## config.mk

```make
export PLATFORM = sky130hd
export DESIGN_NAME = pfa_tlb
export DESIGN_NICKNAME = d
export VERILOG_FILES = /design/src/rtl/pfa_tlb_pkg.sv /design/src/rtl/pfa_tlb_match.sv /design/src/rtl/pfa_tlb_victim.sv /design/src/rtl/pfa_tlb.sv
export SDC_FILE = /design/constraint.sdc
export NUM_CORES = 2
export LEC_CHECK = 0
export BUFFER_PORTS_ARGS = -buffer_cell sky130_fd_sc_hd__buf_2
export CORE_UTILIZATION = 30
export CTS_CLUSTER_DIAMETER = 50
export DETAILED_ROUTE_END_ITERATION = 10
export HOLD_SLACK_MARGIN = 0.12
export PLACE_DENSITY = 0.55
export SLEW_MARGIN = 20
export SYNTH_ARGS = -nofsm -noshare
export SYNTH_HDL_FRONTEND = slang
export SYNTH_HIERARCHICAL = 1
export SYNTH_SLANG_ARGS = --single-unit
export TNS_END_PERCENT = 50
```

## constraint.sdc

```tcl
create_clock -name clk -period 9.1 [get_ports clk]
set_input_delay 0.91 -clock clk [delete_from_list [all_inputs] [get_ports clk]]
set_output_delay 0.91 -clock clk [all_outputs]
set_load 0.03 [all_outputs]
```

## src/rtl/pfa_tlb_pkg.sv

```systemverilog
package pfa_tlb_pkg;

   typedef enum logic [2:0] {
      OP_LOOKUP     = 3'd0,
      OP_INSERT     = 3'd1,
      OP_DEMAP_PAGE = 3'd2,
      OP_DEMAP_CTX  = 3'd3,
      OP_DEMAP_PART = 3'd4,
      OP_INVAL_ALL  = 3'd5
   } tlb_op_e;

   localparam int unsigned MAX_OFFSET_BITS = 28;

   // number of in-page offset bits for a 2-bit size code
   function automatic int unsigned offset_bits(input logic [1:0] code);
      case (code)
         2'd0:    return 13;
         2'd1:    return 16;
         2'd2:    return 22;
         default: return 28;
      endcase
   endfunction

   function automatic logic [63:0] offset_mask(input logic [1:0] code);
      return (64'd1 << offset_bits(code)) - 64'd1;
   endfunction

endpackage

```

## src/rtl/pfa_tlb_match.sv

```systemverilog
module pfa_tlb_match #(
   parameter int N      = 16,
   parameter int VA_W   = 40,
   parameter int PART_W = 8,
   parameter int CTX_W  = 13
) (
   input  logic [N-1:0]             ent_valid,
   input  logic [N-1:0]             ent_lock,
   input  logic [N-1:0]             ent_real,
   input  logic [N-1:0][PART_W-1:0] ent_part,
   input  logic [N-1:0][CTX_W-1:0]  ent_ctx,
   input  logic [N-1:0][VA_W-1:0]   ent_va,
   input  logic [N-1:0][1:0]        ent_psz,
   input  logic [VA_W-1:0]          q_va,
   input  logic [PART_W-1:0]        q_part,
   input  logic [CTX_W-1:0]         q_ctx,
   input  logic                     q_real,
   output logic [N-1:0]             tuple_hit,
   output logic [N-1:0]             ctx_hit,
   output logic [N-1:0]             part_hit,
   output logic                     any_hit,
   output logic [$clog2(N)-1:0]     first_idx
);
   import pfa_tlb_pkg::*;

   localparam int IDX_W = $clog2(N);

   logic [CTX_W-1:0] q_ctx_eff;
   assign q_ctx_eff = q_real ? '0 : q_ctx;

   for (genvar i = 0; i < N; i++) begin : g_ent
      logic [VA_W-1:0] off_m;
      logic            page_eq;
      logic            part_eq;
      assign off_m    = VA_W'(offset_mask(ent_psz[i]));
      assign page_eq  = ((ent_va[i] ^ q_va) & ~off_m) == '0;
      assign part_eq  = ent_part[i] == q_part;
      assign tuple_hit[i] = ent_valid[i] & part_eq & (ent_real[i] == q_real) &
                            (ent_ctx[i] == q_ctx_eff) & page_eq;
      assign ctx_hit[i]   = ent_valid[i] & part_eq & (ent_ctx[i] == q_ctx);
      assign part_hit[i]  = ent_valid[i] & part_eq & ~ent_lock[i];
   end

   assign any_hit = |tuple_hit;

   always_comb begin
      first_idx = '0;
      for (int i = N - 1; i >= 0; i--) begin
         if (tuple_hit[i]) first_idx = IDX_W'(i);
      end
   end

endmodule

```

## src/rtl/pfa_tlb_victim.sv

```systemverilog
module pfa_tlb_victim #(
   parameter int N = 16
) (
   input  logic                 clk,
   input  logic                 rst_n,
   input  logic [N-1:0]         valid,
   input  logic [N-1:0]         lock,
   input  logic [$clog2(N)-1:0] rr_ptr,
   output logic [$clog2(N)-1:0] victim_idx,
   output logic                 victim_ok,
   output logic                 from_rr
);
   localparam int IDX_W = $clog2(N);

   logic             have_free;
   logic [IDX_W-1:0] free_idx;
   logic [IDX_W-1:0] rr_idx;
   logic             rr_ok;

   function automatic logic [IDX_W-1:0] rot(input logic [IDX_W-1:0] base,
                                            input int unsigned k);
      logic [IDX_W:0] s;
      s = {1'b0, base} + (IDX_W+1)'(k);
      if (s >= (IDX_W+1)'(N)) s = s - (IDX_W+1)'(N);
      return s[IDX_W-1:0];
   endfunction

   assign have_free = |(~valid);

   always_comb begin
      free_idx = '0;
      for (int i = N - 1; i >= 0; i--) begin
         if (!valid[i]) free_idx = IDX_W'(i);
      end
   end

   always_comb begin
      rr_idx = '0;
      rr_ok  = 1'b0;
      for (int k = N - 1; k >= 0; k--) begin
         if (!lock[rot(rr_ptr, k)]) begin
            rr_idx = rot(rr_ptr, k);
            rr_ok  = 1'b1;
         end
      end
   end

   assign victim_idx = have_free ? free_idx : rr_idx;
   assign victim_ok  = have_free | rr_ok;
   assign from_rr    = ~have_free & rr_ok;


   free_first_chk: assert property (@(posedge clk) disable iff (!rst_n)
      have_free |-> (victim_ok && !valid[victim_idx]));


   no_locked_victim_chk: assert property (@(posedge clk) disable iff (!rst_n)
      (victim_ok && !have_free) |-> !lock[victim_idx]);

endmodule

```

## src/rtl/pfa_tlb.sv

```systemverilog
module pfa_tlb #(
   parameter int N      = 16,
   parameter int VA_W   = 40,
   parameter int PA_W   = 40,
   parameter int PART_W = 8,
   parameter int CTX_W  = 13
) (
   input  logic                 clk,
   input  logic                 rst_n,
   input  logic                 cmd_valid,
   output logic                 cmd_ready,
   input  logic [2:0]           cmd_op,
   input  logic [VA_W-1:0]      cmd_va,
   input  logic [PA_W-1:0]      cmd_pa,
   input  logic [PART_W-1:0]    cmd_part,
   input  logic [CTX_W-1:0]     cmd_ctx,
   input  logic                 cmd_real,
   input  logic [1:0]           cmd_psize,
   input  logic                 cmd_lock,
   output logic                 rsp_valid,
   output logic                 rsp_hit,
   output logic                 rsp_miss,
   output logic [$clog2(N)-1:0] rsp_idx,
   output logic [PA_W-1:0]      rsp_pa
);
   import pfa_tlb_pkg::*;

   localparam int IDX_W = $clog2(N);

   if (N < 2 || N > 64) begin : g_bad_depth
      $error("pfa_tlb: N must lie in 2..64");
   end
   if (VA_W <= int'(MAX_OFFSET_BITS) || VA_W > 64) begin : g_bad_va
      $error("pfa_tlb: VA_W must lie in 29..64");
   end
   if (PA_W <= int'(MAX_OFFSET_BITS) || PA_W > 64) begin : g_bad_pa
      $error("pfa_tlb: PA_W must lie in 29..64");
   end

   // entry storage
   logic [N-1:0]             ent_valid;
   logic [N-1:0]             ent_lock;
   logic [N-1:0]             ent_real;
   logic [N-1:0][PART_W-1:0] ent_part;
   logic [N-1:0][CTX_W-1:0]  ent_ctx;
   logic [N-1:0][VA_W-1:0]   ent_va;
   logic [N-1:0][PA_W-1:0]   ent_pa;
   logic [N-1:0][1:0]        ent_psz;
   logic [IDX_W-1:0]         rr_ptr;
   logic                     ready_q;

   tlb_op_e op;
   logic    go;
   assign op        = tlb_op_e'(cmd_op);
   assign cmd_ready = ready_q;
   assign go        = cmd_valid & ready_q;

   // associative compare
   logic [N-1:0]     tuple_hit, ctx_hit, part_hit;
   logic             any_hit;
   logic [IDX_W-1:0] hit_idx;

   pfa_tlb_match #(.N(N), .VA_W(VA_W), .PART_W(PART_W), .CTX_W(CTX_W)) i_match (
      .ent_valid (ent_valid),
      .ent_lock  (ent_lock),
      .ent_real  (ent_real),
      .ent_part  (ent_part),
      .ent_ctx   (ent_ctx),
      .ent_va    (ent_va),
      .ent_psz   (ent_psz),
      .q_va      (cmd_va),
      .q_part    (cmd_part),
      .q_ctx     (cmd_ctx),
      .q_real    (cmd_real),
      .tuple_hit (tuple_hit),
      .ctx_hit   (ctx_hit),
      .part_hit  (part_hit),
      .any_hit   (any_hit),
      .first_idx (hit_idx)
   );

   // replacement choice
   logic [IDX_W-1:0] vic_idx;
   logic             vic_ok;
   logic             vic_rr;

   pfa_tlb_victim #(.N(N)) i_victim (
      .clk        (clk),
      .rst_n      (rst_n),
      .valid      (ent_valid),
      .lock       (ent_lock),
      .rr_ptr     (rr_ptr),
      .victim_idx (vic_idx),
      .victim_ok  (vic_ok),
      .from_rr    (vic_rr)
   );

   logic do_insert;
   assign do_insert = go && (op == OP_INSERT) && vic_ok;

   // next valid vector
   logic [N-1:0] valid_d;
   always_comb begin
      valid_d = ent_valid;
      if (go) begin
         case (op)
            OP_INSERT:     if (vic_ok) valid_d[vic_idx] = 1'b1;
            OP_DEMAP_PAGE: valid_d = ent_valid & ~tuple_hit;
            OP_DEMAP_CTX:  valid_d = ent_valid & ~ctx_hit;
            OP_DEMAP_PART: valid_d = ent_valid & ~part_hit;
            OP_INVAL_ALL:  valid_d = '0;
            default:       valid_d = ent_valid;
         endcase
      end
   end

   logic [IDX_W-1:0] rr_next;
   assign rr_next = (vic_idx == IDX_W'(N - 1)) ? '0 : vic_idx + 1'b1;

   always_ff @(posedge clk) begin
      if (!rst_n) begin
         ready_q   <= 1'b0;
         ent_valid <= '0;
         ent_lock  <= '0;
         ent_real  <= '0;
         ent_part  <= '0;
         ent_ctx   <= '0;
         ent_va    <= '0;
         ent_pa    <= '0;
         ent_psz   <= '0;
         rr_ptr    <= '0;
      end else begin
         ready_q   <= 1'b1;
         ent_valid <= valid_d;
         if (do_insert) begin
            ent_lock[vic_idx] <= cmd_lock;
            ent_real[vic_idx] <= cmd_real;
            ent_part[vic_idx] <= cmd_part;
            ent_ctx[vic_idx]  <= cmd_real ? '0 : cmd_ctx;
            ent_va[vic_idx]   <= cmd_va;
            ent_pa[vic_idx]   <= cmd_pa;
            ent_psz[vic_idx]  <= cmd_psize;
            if (vic_rr) rr_ptr <= rr_next;
         end
      end
   end

   // physical address merge
   logic [PA_W-1:0] pa_mask;
   logic [PA_W-1:0] pa_merged;
   assign pa_mask   = PA_W'(offset_mask(ent_psz[hit_idx]));
   assign pa_merged = (ent_pa[hit_idx] & ~pa_mask) | (PA_W'(cmd_va) & pa_mask);

   logic             rsp_valid_q, rsp_hit_q;
   logic [IDX_W-1:0] rsp_idx_q;
   logic [PA_W-1:0]  rsp_pa_q;

   always_ff @(posedge clk) begin
      if (!rst_n) begin
         rsp_valid_q <= 1'b0;
         rsp_hit_q   <= 1'b0;
         rsp_idx_q   <= '0;
         rsp_pa_q    <= '0;
      end else begin
         rsp_valid_q <= go && (op == OP_LOOKUP);
         rsp_hit_q   <= go && (op == OP_LOOKUP) && any_hit;
         rsp_idx_q   <= any_hit ? hit_idx : '0;
         rsp_pa_q    <= any_hit ? pa_merged : '0;
      end
   end

   assign rsp_valid = rsp_valid_q;
   assign rsp_hit   = rsp_hit_q;
   assign rsp_miss  = rsp_valid_q & ~rsp_hit_q;
   assign rsp_idx   = rsp_idx_q;
   assign rsp_pa    = rsp_pa_q;


   lookup_rsp_chk: assert property (@(posedge clk) disable iff (!rst_n)
      (go && op == OP_LOOKUP) |=> (rsp_valid && (rsp_hit != rsp_miss)));


   miss_zero_chk: assert property (@(posedge clk) disable iff (!rst_n)
      rsp_miss |-> (rsp_idx == '0 && rsp_pa == '0));


   no_rsp_chk: assert property (@(posedge clk) disable iff (!rst_n)
      !(go && op == OP_LOOKUP) |=> !rsp_valid);


   inval_all_chk: assert property (@(posedge clk) disable iff (!rst_n)
      (go && op == OP_INVAL_ALL) |=> (ent_valid == '0));

   for (genvar i = 0; i < N; i++) begin : g_sweep_chk

      part_clear_chk: assert property (@(posedge clk) disable iff (!rst_n)
         (go && op == OP_DEMAP_PART && ent_part[i] == cmd_part && !ent_lock[i])
            |=> !ent_valid[i]);

      lock_keep_chk: assert property (@(posedge clk) disable iff (!rst_n)
         (go && op == OP_DEMAP_PART && ent_valid[i] && ent_lock[i]) |=> ent_valid[i]);

      ctx_clear_chk: assert property (@(posedge clk) disable iff (!rst_n)
         (go && op == OP_DEMAP_CTX && ent_part[i] == cmd_part && ent_ctx[i] == cmd_ctx)
            |=> !ent_valid[i]);
   end

endmodule

```

==> results by group <==
Synth
  – Most common cell in the netlist: nand2_1
  – Post-Syn Area per Cell: a little under 8 um^2
  – Register area share after synthesis: ~37%
  – Top post-synthesis cells by area: dfxtp_1, a21oi_1, nand2_1
  – Fraction of synthesized area in multiplexers: under 10%
  – Cells after Synth: roughly 12000
  – Synth Flop Type: dfxtp_1
  – EDFF count, synth: 0
  – Largest family of logic cells by synthesized area: compound AO/OA/AOI/OAI gates
  – Mapped cell area: between 90000 and 100000 um^2
  – Complex-gate fraction of the synthesized area: between 20 and 25%
  – Register bit total from synthesis: approximately 1700
  – Syn nets: 12300
  – Share of the synthesized area in the top cell type: between 30% and 40%
  – Netlist cell types: 104
  – Ys Warns: 6
  – Cell accounting for the most synthesized area: dfxtp_1
  – Post-Synth XOR/XNOR Area: 8.87%
  – Ys async rst share: 0%
  – Synth Area in Simple Gates: 18.0%
  – Synth cell count leaders: nand2_1, a21oi_1, dfxtp_1, nand3_1, clkbuf_1
  – Post-Synth Adder-Cell Area: about 2.1%

Floorplan
  – Die Width: about 570 um
  – Starting Density: a little under a third
  – Rows: about 200
  – Die area: 321000 um^2
  – Core ar.: 316000 um^2
  – Ports: between 150 and 200
  – Die height: 566 um

Clocking
  – Cts repair resizes: 0
  – # hold bufs at CTS: 0
  – Root Buffer Master: clkbuf_16
  – Clock transition at path regs: 0.06 ns
  – Post-CTS Setup Inserts: 0
  – Number of H-tree levels: 4
  – CTS sink count: between 1500 and 2000
  – Clock Tree Buf Depth: 4
  – Num CTS Buffers: ~240
  – Clk_lat worst skew: 0.93 ns
  – CTS tree: done

STA
  – Post-route setup slack: around 0.84 ns
  – Post-route setup TNS: 0 ns
  – Max_slew headroom: 11.4%
  – RSZ-0062 raised after global routing: no
  – Period utilisation layout: 90.8%
  – Count of final max-slew check failures: 0
  – Tmin final: slightly above 8 ns
  – Worst hold slack: between 0.3 and 0.4 ns
  – Worst Skew: 0.107 ns
  – Peak Freq: between 100 and 150 MHz
  – Final Hold Fails: 0
  – Final setup fails: 0
  – Least-Margin Pin Slew: 1.33 ns

Job
  – Max-cap violation count: 0

Min path
  – Hold Path Stages: 3
  – Hold Path Origin: cmd_part[5]
  – Hold Crit Class: in2reg
  – Hold worst-path end: ent_part[45]

Critical path
  – R2R Setup Slk: 0.84 ns
  – CP endpoint kind: register
  – CP max stage delay: between 0.6 and 0.7 ns
  – Reg-to-Reg Start: ent_psz[4]
  – Crit path required time: about 9.9 ns
  – Worst R2R Path Depth: 26
  – Beginning of the critical path: ent_psz[4]
  – Setup crit start kind: register
  – CP Data Arrival Time: slightly above 9 ns
  – Worst Path Max Fanout: 20
  – Critical path's slowest cell: dfxtp_1
  – Crit Path Category: reg2reg
  – Crit Reg-Reg Endpoint: rsp_pa[2]

Placement
  – Dpl ws: around 1.1 ns
  – Final Wtd Congestion: ~1.0
  – Placed insts: ~15000
  – Buffers on Ports: 158
  – DPL Wire Length: approximately 270000 um

Global route
  – Global-route wire length before repair: ~600000 um
  – Antenna violations before repair: 47
  – Vias in the first global route: a little over 80000
  – Largest net degree at the start of global routing: 205
  – Gr ovfl total: 0
  – All-layer global routing usage: around a quarter

Route
  – Drt first pass iters: 8
  – Via density: around 5.8
  – DR vias: approximately 90000
  – 1st-iter DRT viols: ~12000
  – Mean routed wirelength per cell: ~27 um
  – DRC viols: 0
  – Total Wirelength: around 420000 um
  – Antenna viol nets, final: 0

Final layout
  – Synthesis-to-layout area growth: 11.6%
  – Core Util, Final: 33.8%
  – Share of cells above drive strength 1: just over 10%
  – Final Non-Filler Cells: 15800
  – Layout net count: 11700

Power and ir drop
  – Peak VDD IR: ~160 uV
  – Comb power frac: between 6 and 7%
  – Net switching power: 4.72 mW
  – Switching part of the total: about a quarter
  – Sequential power share: 41.5%
  – Power per cell area: between 150 and 200 nW/um^2
  – Int Power: around 14 mW
  – Lkg Pwr: roughly 34 nW
  – Power share of the clock group: a little over half

Run status
  – Status: complete, no violations
==> worst max path at each step <==
stage / end / slack (ns) / depth (start not counted)
after detailed placement: rsp_pa[12] / 1.14 / 23
final: rsp_pa[2] / 0.84 / 26
after global placement: rsp_pa[2] / 1.08 / 25
after CTS: rsp_pa[12] / 1.07 / 23
after floorplan: rsp_pa[20] / 1.60 / 29
after global routing: rsp_pa[12] / 0.70 / 25
==> placed cells by master, fill, tap and decap left out, types with 34 or more instances in the layout <==
| master | count |
|---|---|
| a31oi_1 | 86 |
| nand3_1 | 960 |
| a21oi_1 | 1907 |
| ha_1 | 160 |
| o21ai_1 | 286 |
| nor4_1 | 74 |
| nand2b_1 | 54 |
| clkbuf_16 | 237 |
| nor2_1 | 180 |
| inv_1 | 120 |
| nand4_1 | 133 |
| buf_12 | 54 |
| buf_4 | 265 |
| nor3_1 | 93 |
| nand2_1 | 1918 |
| xor2_1 | 448 |
| buf_2 | 157 |
| dfxtp_1 | 1747 |
| o22ai_1 | 69 |
| o2111ai_1 | 34 |
| mux2i_1 | 46 |
| nor2b_1 | 64 |
| a211oi_1 | 53 |
| mux4_2 | 200 |
| clkbuf_1 | 36 |
| xnor2_1 | 515 |
| a22oi_1 | 97 |
| o21ai_0 | 742 |
==> critical path: cells and delay by family (launching register included) <==
family	cells	cell delay, ns
adder cells (fa/ha/maj)	4	1.46
flip-flops	1	0.68
AO/OA/AOI/OAI	7	1.96
buffers and inverters	6	1.13
XOR/XNOR	1	0.46
AND/OR/NAND/NOR	6	1.48
multiplexers	2	0.96
==> per-stage QoR <==
step,total power [mW],cell area (um^2)
after floorplan,8.46,95600
after global placement,8.93,98600
after detailed placement,8.92,98600
after CTS,18.5,107000
after global routing,18.9,107000
final,18.4,107000
==> routing by layer <==
metal  routed length [um]  up-vias  track usage, %
met5                  207        -               0
met4                21100       34            11.6
met3                38600      890            4.24
met2               183000     4632            37.6
met1               176000    44300            34.1
li1                     -    41100               -
==> registers in the layout (all words and copies together), names as in the netlist, 32 cells and up <==
name,flops
ent_ctx,208
ent_pa,640
ent_psz,32
rsp_pa,40
ent_part,128
ent_va,640
==> power groups by stage <==
stage	clock (mW)	sequential, mW	combinational, mW
after floorplan	0	7.83	0.635
after global placement	0	7.83	1.10
after detailed placement	0	7.83	1.10
after CTS	9.74	7.66	1.10
after global routing	10.1	7.66	1.16
final	9.64	7.66	1.14
==> cell type report <==
cell class	instances	area (um^2)
antenna	22	55.1
multi-input combinational	8816	54000
fill	33000	209000
sequential	1747	35000
inverter	132	533
clock inverter	119	1520
timing repair buffer	477	3870
tap	4160	5200
clock buffer	305	6510
==> cells by family (layout without fill, tap and decap cells) <==
kind of cell,count (synthesis),after routing
buf+inv,1490,1033
other cells,0,22
simple gates,3730,3730
xor+xnor,965,965
flops,1747,1747
mux,275,275
compound gates,3682,3682
fa+ha+maj,164,164
Power figures use the tool's default switching activity.
